`src/rtl/fe_pp_pkg.sv`:
```
package fe_pp_pkg;
  typedef enum logic {
    PP_IDLE = 1'b0,
    PP_RUN  = 1'b1
  } pp_state_e;
endpackage

```
`src/rtl/fe_pp_cfg_regs.sv`:
```
module fe_pp_cfg_regs #(
  parameter int CNT_W = 24
) (
  input  logic             clk,
  input  logic             rst_n,
  input  logic             load_en,
  input  logic [CNT_W-1:0] settle_in,
  input  logic [CNT_W-1:0] shut_in,
  input  logic [CNT_W-1:0] win_in,
  output logic [CNT_W-1:0] settle_q,
  output logic [CNT_W-1:0] shut_q,
  output logic [CNT_W-1:0] win_q
);
  localparam logic [CNT_W-1:0] MIN_WIN = CNT_W'(1);

  logic [CNT_W-1:0] settle_n, shut_n, win_n;
  logic [CNT_W-1:0] win_clamped;

  // a zero-length window would never end; treat it as one cycle
  assign win_clamped = (win_in == '0) ? MIN_WIN : win_in;

  always_comb begin
    settle_n = settle_q;
    shut_n   = shut_q;
    win_n    = win_q;
    if (load_en) begin
      settle_n = settle_in;
      shut_n   = shut_in;
      win_n    = win_clamped;
    end
  end

  always_ff @(posedge clk or negedge rst_n) begin
    if (!rst_n) begin
      settle_q <= '0;
      shut_q   <= '0;
      win_q    <= MIN_WIN;
    end else if (load_en) begin
      settle_q <= settle_n;
      shut_q   <= shut_n;
      win_q    <= win_n;
    end
  end
endmodule

```
`src/rtl/fe_pp_ctrl.sv`:
```
module fe_pp_ctrl
  import fe_pp_pkg::*;
#(
  parameter int CNT_W = 24
) (
  input  logic             clk,
  input  logic             rst_n,
  input  logic             start_req,
  input  logic [CNT_W-1:0] win_len_q,
  output logic             run,
  output logic [CNT_W-1:0] phase
);
  localparam logic [CNT_W-1:0] ONE = CNT_W'(1);

  pp_state_e        state_q, state_n;
  logic [CNT_W-1:0] phase_n;
  logic             last_cycle;
  logic             ce;

  assign last_cycle = (phase == (win_len_q - ONE));
  assign ce         = (state_q == PP_RUN) || start_req;

  always_comb begin
    state_n = state_q;
    phase_n = phase;
    unique case (state_q)
      PP_IDLE: begin
        if (start_req) begin
          state_n = PP_RUN;
          phase_n = '0;
        end
      end
      PP_RUN: begin
        if (last_cycle) begin
          state_n = PP_IDLE;
          phase_n = '0;
        end else begin
          phase_n = phase + ONE;
        end
      end
      default: begin
        state_n = PP_IDLE;
        phase_n = '0;
      end
    endcase
  end

  always_ff @(posedge clk or negedge rst_n) begin
    if (!rst_n) begin
      state_q <= PP_IDLE;
      phase   <= '0;
    end else if (ce) begin
      state_q <= state_n;
      phase   <= phase_n;
    end
  end

  assign run = (state_q == PP_RUN);
endmodule

```
`src/rtl/fe_pp_shutter_gate.sv`:
```
module fe_pp_shutter_gate #(
  parameter int CNT_W = 24
) (
  input  logic             run,
  input  logic [CNT_W-1:0] phase,
  input  logic [CNT_W-1:0] settle_q,
  input  logic [CNT_W-1:0] shut_q,
  output logic             shutter
);
  localparam int SUM_W = CNT_W + 1;

  logic [SUM_W-1:0] close_at;
  logic             past_open;
  logic             before_close;

  // extra bit keeps settle + width from wrapping; the window end clips it
  assign close_at     = {1'b0, settle_q} + {1'b0, shut_q};
  assign past_open    = (phase >= settle_q);
  assign before_close = ({1'b0, phase} < close_at);
  assign shutter      = run && past_open && before_close;
endmodule

```
`src/rtl/fe_pulse_seq.sv`:
```
module fe_pulse_seq #(
  parameter int CNT_W = 24
) (
  input  logic             clk,
  input  logic             rst_n,
  input  logic             train_start,
  input  logic             cfg_load,
  input  logic [CNT_W-1:0] settle_len,
  input  logic [CNT_W-1:0] shut_len,
  input  logic [CNT_W-1:0] win_len,
  output logic             bias_en,
  output logic             shutter,
  output logic             busy,
  output logic             overrun
);
  logic             rst_meta, rst_sync_n;
  logic             run;
  logic [CNT_W-1:0] phase;
  logic [CNT_W-1:0] settle_q, shut_q, win_q;
  logic             start_req, load_en;
  logic             ovr_q, ovr_n, ovr_ce;

  always_ff @(posedge clk or negedge rst_n) begin
    if (!rst_n) begin
      rst_meta   <= 1'b0;
      rst_sync_n <= 1'b0;
    end else begin
      rst_meta   <= 1'b1;
      rst_sync_n <= rst_meta;
    end
  end

  assign start_req = train_start && !run;
  assign load_en   = cfg_load && !run;

  fe_pp_cfg_regs #(.CNT_W(CNT_W)) u_cfg (
    .clk      (clk),
    .rst_n    (rst_sync_n),
    .load_en  (load_en),
    .settle_in(settle_len),
    .shut_in  (shut_len),
    .win_in   (win_len),
    .settle_q (settle_q),
    .shut_q   (shut_q),
    .win_q    (win_q)
  );

  fe_pp_ctrl #(.CNT_W(CNT_W)) u_ctrl (
    .clk      (clk),
    .rst_n    (rst_sync_n),
    .start_req(start_req),
    .win_len_q(win_q),
    .run      (run),
    .phase    (phase)
  );

  fe_pp_shutter_gate #(.CNT_W(CNT_W)) u_gate (
    .run     (run),
    .phase   (phase),
    .settle_q(settle_q),
    .shut_q  (shut_q),
    .shutter (shutter)
  );

  assign ovr_ce = train_start && run;
  assign ovr_n  = 1'b1;

  always_ff @(posedge clk or negedge rst_sync_n) begin
    if (!rst_sync_n) begin
      ovr_q <= 1'b0;
    end else if (ovr_ce) begin
      ovr_q <= ovr_n;
    end
  end

  assign bias_en = run;
  assign busy    = run;
  assign overrun = ovr_q;
endmodule

```
`config.mk`:
```
export PLATFORM = sky130hd
export DESIGN_NAME = fe_pulse_seq
export DESIGN_NICKNAME = d
export VERILOG_FILES = /design/src/rtl/fe_pp_pkg.sv /design/src/rtl/fe_pp_cfg_regs.sv /design/src/rtl/fe_pp_ctrl.sv /design/src/rtl/fe_pp_shutter_gate.sv /design/src/rtl/fe_pulse_seq.sv
export SDC_FILE = /design/constraint.sdc
export NUM_CORES = 1
export LEC_CHECK = 0
export BUFFER_PORTS_ARGS = -buffer_cell sky130_fd_sc_hd__buf_2
export CAP_MARGIN = 20
export CELL_PAD_IN_SITES_DETAIL_PLACEMENT = 2
export CELL_PAD_IN_SITES_GLOBAL_PLACEMENT = 2
export CORE_ASPECT_RATIO = 0.6
export CORE_MARGIN = 3
export CORE_UTILIZATION = 37
export DETAILED_ROUTE_END_ITERATION = 10
export GPL_ROUTABILITY_DRIVEN = 0
export HOLD_SLACK_MARGIN = 0.12
export PLACE_DENSITY = 0.87
export SLEW_MARGIN = 20
export SYNTH_ARGS = -nofsm -noshare
export SYNTH_HDL_FRONTEND = slang
export SYNTH_SLANG_ARGS = --single-unit
export TNS_END_PERCENT = 100
```
`constraint.sdc`:
```
create_clock -name clk -period 6.74 [get_ports clk]
set_input_delay 1.348 -clock clk [delete_from_list [all_inputs] [get_ports clk]]
set_output_delay 1.348 -clock clk [all_outputs]
set_load 0.05 [all_outputs]
```
== Yosys cells after proc, flatten, opt, wreduce, memory -nomap -nowiden ==
Cells that the tools add are included.
Storage, ports and cells
  flip-flop bits (word level): 100
  output and inout bits: 4
  logic and storage cells: 32
  input bits: 76
Cells by class
  add/sub/neg operators: 3
  equal/unequal tests: 2
  muxes and demuxes: 7
  magnitude comparators: 2
  reduce and logical (&&, ||, !) cells: 9
  bitwise gates (word level): 1
Operators with widths (count)
  $mux 24: 3
  $pmux 24 s2: 1
  $add 24x24->25: 1
  $lt 24x25->1: 1
  $add 24x1->24 const B: 1
  $eq 24x24->1: 1
  $ge 24x24->1: 1
  $logic_not 24->1: 1
  $sub 24x1->24 const B: 1
  $logic_and 1x1->1: 5
  $mux 1: 2
  $ne 2x1->1 const B: 1
  $pmux 1 s2: 1
  $reduce_and 2->1: 1
  $logic_not 1->1: 1
  $logic_or 1x1->1: 1
  $not 1->1: 1

== Depth between registers and ports, before layout ==
  depth in word-level cells: 4
  gate-level depth with buffers: 19
  gate-level depth less buffers: 19

== Cells and area by module ==
A second synthesis with hierarchy kept.
Second synthesis, totals
  cells, all modules: 757
  area, all modules: 7526.0 um^2
Modules (own cells, without submodules)
  fe_pp_cfg_regs: cells an instance 162, seq. area each 1803.0 um^2, instances 1, area each 2793.9 um^2
  fe_pp_ctrl: cells an instance 296, seq. area each 625.6 um^2, instances 1, area each 2422.3 um^2
  fe_pp_shutter_gate: cells an instance 291, seq. area each 0.0 um^2, instances 1, area each 2203.4 um^2
  fe_pulse_seq: cells an instance 8, seq. area each 75.1 um^2, instances 1, area each 106.4 um^2

== Worst setup path before layout ==
OpenSTA, ideal clock, no wires.
  path kind: reg2out
  from: register u_cfg.settle_q[0]
  to: output port shutter
  data arrival time: 4.129 ns
  setup slack: 1.263 ns
  stages on the path, launching flop included: 17
  data required time: 5.392 ns
  cell sequence: dfrtp_1 > ha_1 > fa_1 > a21oi_1 > o22ai_1 > o31ai_1 > o31ai_1 > o41a_1 > a211o_1 > a21oi_1 > xor2_1 > ha_1 > a21o_1 > a211oi_1 > nand4_1 > o221ai_1 > o311a_1
On the way
  cells in the longest elaborated chain, start to end: 3
  elaborated cells on any way between the ends: 5
RTL lines
  start: declaration: RTL line fe_pp_cfg_regs.sv:10  | output logic [CNT_W-1:0] settle_q,
  start signal: assignment: RTL line fe_pp_cfg_regs.sv:39  | settle_q <= settle_n;
  $add 24x24->25 or $ge 24x24->1 (tied branches): RTL line fe_pp_shutter_gate.sv:17, fe_pp_shutter_gate.sv:18
  $lt 24x25->1 or $logic_and 1x1->1 (tied branches): RTL line fe_pp_shutter_gate.sv:19, fe_pp_shutter_gate.sv:20
  $logic_and 1x1->1 *: RTL line fe_pp_shutter_gate.sv:20  | assign shutter = run && past_open && before_close;
  end: declaration: RTL line fe_pulse_seq.sv:12  | output logic shutter,
Every way passes the cells marked *; elsewhere a longest branch is shown, timed or not.

== Worst setup path after layout ==
Ends and elaborated chain as after synthesis.

==> qor.yml <==
ir_drop_v: 0.0001405
fillCellCount: 2022
path_buf_inv: 1
yosys.area.top_type: "dfrtp_1"
grt_pass1_vias: 6749
reg2reg_from: "u_cfg.win_q[1]"
power_mw: 2.284
max_cap_violations: 0
regArea_um2: 2507
leakagePower_nw: 3.587
pin_count: 80
pwr-share-seq: 0.366
path_max_fanout: 4
arrival_ps: 5110
clockBufferDepth: 2
fin_skew_ps: 16.18
drt_iter0_markers: 284
clk_pin_slew_worst_paths_ps: 80
port_buffers: 79
hold_path.class: "flop to async pin"
fin_nets: 969
startpoint_type: "flop"
clock_latency_ps: 360
vias: 6016
r2r_cells: 11
synth-seq-cells: 100
slew_headroom: 0.4237
worst_slew_pin_slew_ps: 864.5
finalHoldViolations: 0
synthArstFlopShare: 1.000
status: "completed"
drc_errors: 0
dr.pass1.iters: 4
rows: 38
syn_to_final_growth_pct: 13.36
cts_made_buffers: 9
wire_per_inst_um: 20.40
antenna_left: 0
yosysSeqAreaShare: 0.3551
synthCells: 749
combPwrFrac: 0.389
grt_pass1_wl_um: 36270
synth_cell_types: 67
dieArea_um2: 20800
coreArea_um2: 18350
overflow: 0
setup_viol: 0
most-common-layout-cells: "98 x dfrtp_1, 79 x buf_2, 73 x ha_1"
critPathKind: "flop to primary output"
routed_via_density: 5.654
fmax_ghz: 0.1549
multiInputGateArea_um2: 4275
sw_frac_of_total: 0.3874
stdcell_count: 1064
crit_path_end_kind: "primary output"
antenna_found_initial: 0
dp.cells: 1047
grt.total_usage: 0.2156
internal_power_mw: 1.399
root_buffer: "clkbuf_16"
synthTopCellsByArea: "dfrtp_1 35%, ha_1 13%, mux2_2 7.2%"
drt_wl_total_um: 21710
crit_path_max_incr_delay_ps: 450
pwr-share-clk: 0.245
power_density_nw_per_um2: 285.8
finalWorstPathRequiredPeriod_ps: 6457
die_h_um: 112.9
yosys_warnings: 0
ys.flop_type: "dfrtp_1"
cts_tree: "built"
critPathTopFamily: "compound AO/OA/AOI/OAI gates"
syn_avg_cell_area_um2: 9.413
slew_viol_final: 0
final_common_cell: "dfrtp_1"
dieWidth_um: 184.2
r2r-end: "u_ctrl.phase[5]"
clock-sinks: 100
period_share: 0.9580
path_cells: "ha_1 > fa_1 > a21oi_1 > o22ai_1 > o31ai_2 > o31ai_1 > o41a_1 > a211o_1 > a21oi_1 > xor2_1 > ha_1 > a21o_1 > a211oi_1 > nand4_1 > o221ai_1 > o311a_1 > buf_2"
post_cts_buffers: 0
synth_top_area_share: 0.3514
drive_gt1_frac: 0.1905
syn-cell-area_um2: 7051
post-dp-hpwl_um: 16490
synth_enable_flop_cells: 0
cts_max_level: 3
grt_max_degree: 63
r2r_setup_slack_ps: 3080
start_util: 0.3842
synth_nets: 899
crit_slowest_cell: "o31ai_2"
critPathRequiredTime_ps: 5390
p_sw_uw: 884.9
antenna_cells: 0
## cell families after synthesis
group	synth area share
and+or+nand+nor	0.1620
AOI/OAI and AO/OA	0.1647
DFF	0.3551
adders and majority gates	0.1324
buffers and inverters	0.04064
xor gates and xnor gates	0.06708
muxes	0.07755
other	0.0005319
## metal layers
layer  global-route usage  up-vias  routed length, um
met4              0.03573        0                204
met3              0.03598       18                644
met5                    0        -                  0
met2               0.3572       76              10280
met1               0.3029     3056              10580
li1                     -     2866                  -
## power groups by stage
stage               combinational [mW]  sequential, mW  clock (mW)
CTS                              0.886           0.837       0.576
floorplan                        0.637           0.792           0
finish                           0.889           0.836       0.559
global route                      1.00           0.856       0.598
global placement                 0.801           0.840           0
detailed placement               0.864           0.846           0
## timing repair
| item | CTS | global route |
|---|---|---|
| gates resized for setup | 0 | 1 |
| hold endpoints to repair | 0 | 0 |
| hold buffers | 0 | 0 |
| setup endpoints to repair | 0 | 1 |
## cell type report
type,count,area share
Multi-Input combinational cell,584,0.5349
Clock buffer,11,0.03162
Timing Repair Buffer,83,0.05573
Clock inverter,5,0.007201
Tap cell,240,0.03757
Sequential cell,100,0.3137
Inverter,41,0.01925
## worst max-delay path by stage
stage                            from      end  slack, ps  cells past startpoint
global route        u_cfg.settle_q[0]  shutter        -10                     17
floorplan           u_cfg.settle_q[0]  shutter       1260                     16
CTS                 u_cfg.settle_q[0]  shutter         60                     17
detailed placement  u_cfg.settle_q[0]  shutter        490                     17
global placement    u_cfg.settle_q[0]  shutter        730                     17
finish              u_cfg.settle_q[0]  shutter        280                     17
## state kept, by name, summed over array words and instances (netlist names)
signal,cells
u_ctrl.run,1
rst_meta,1
u_cfg.win_q,24
rst_sync_n,1
u_cfg.shut_q,24
u_ctrl.phase,24
overrun,1
u_cfg.settle_q,24
## metrics by stage
step	TNS, ps	worst slack (ps)	utilization	hold WS [ps]	instance area (um^2)
after detailed placement	0	491.2	0.4167	322.7	7647
after global routing	-11.72	-11.72	0.4355	360.0	7993
after CTS	0	56.58	0.4336	330.8	7958
after floorplan	0	1263	-	331.2	7051
after global placement	0	729.2	0.4167	313.4	7647
final	0	283.0	0.4355	309.2	7993
## synthesized netlist by cell type (14+ instances only)
library cell	count
inv_1	41
clkbuf_1	17
o21ai_0	62
mux2_2	45
dfrtp_1	99
a31oi_1	20
nor2_1	33
nor3_1	14
nand2_1	57
nand2b_1	17
nand3_1	23
xor2_1	22
ha_1	73
a21oi_1	46
nor4_1	15
xnor2_1	32
Note: power is estimated with default switching activity, not from simulation.
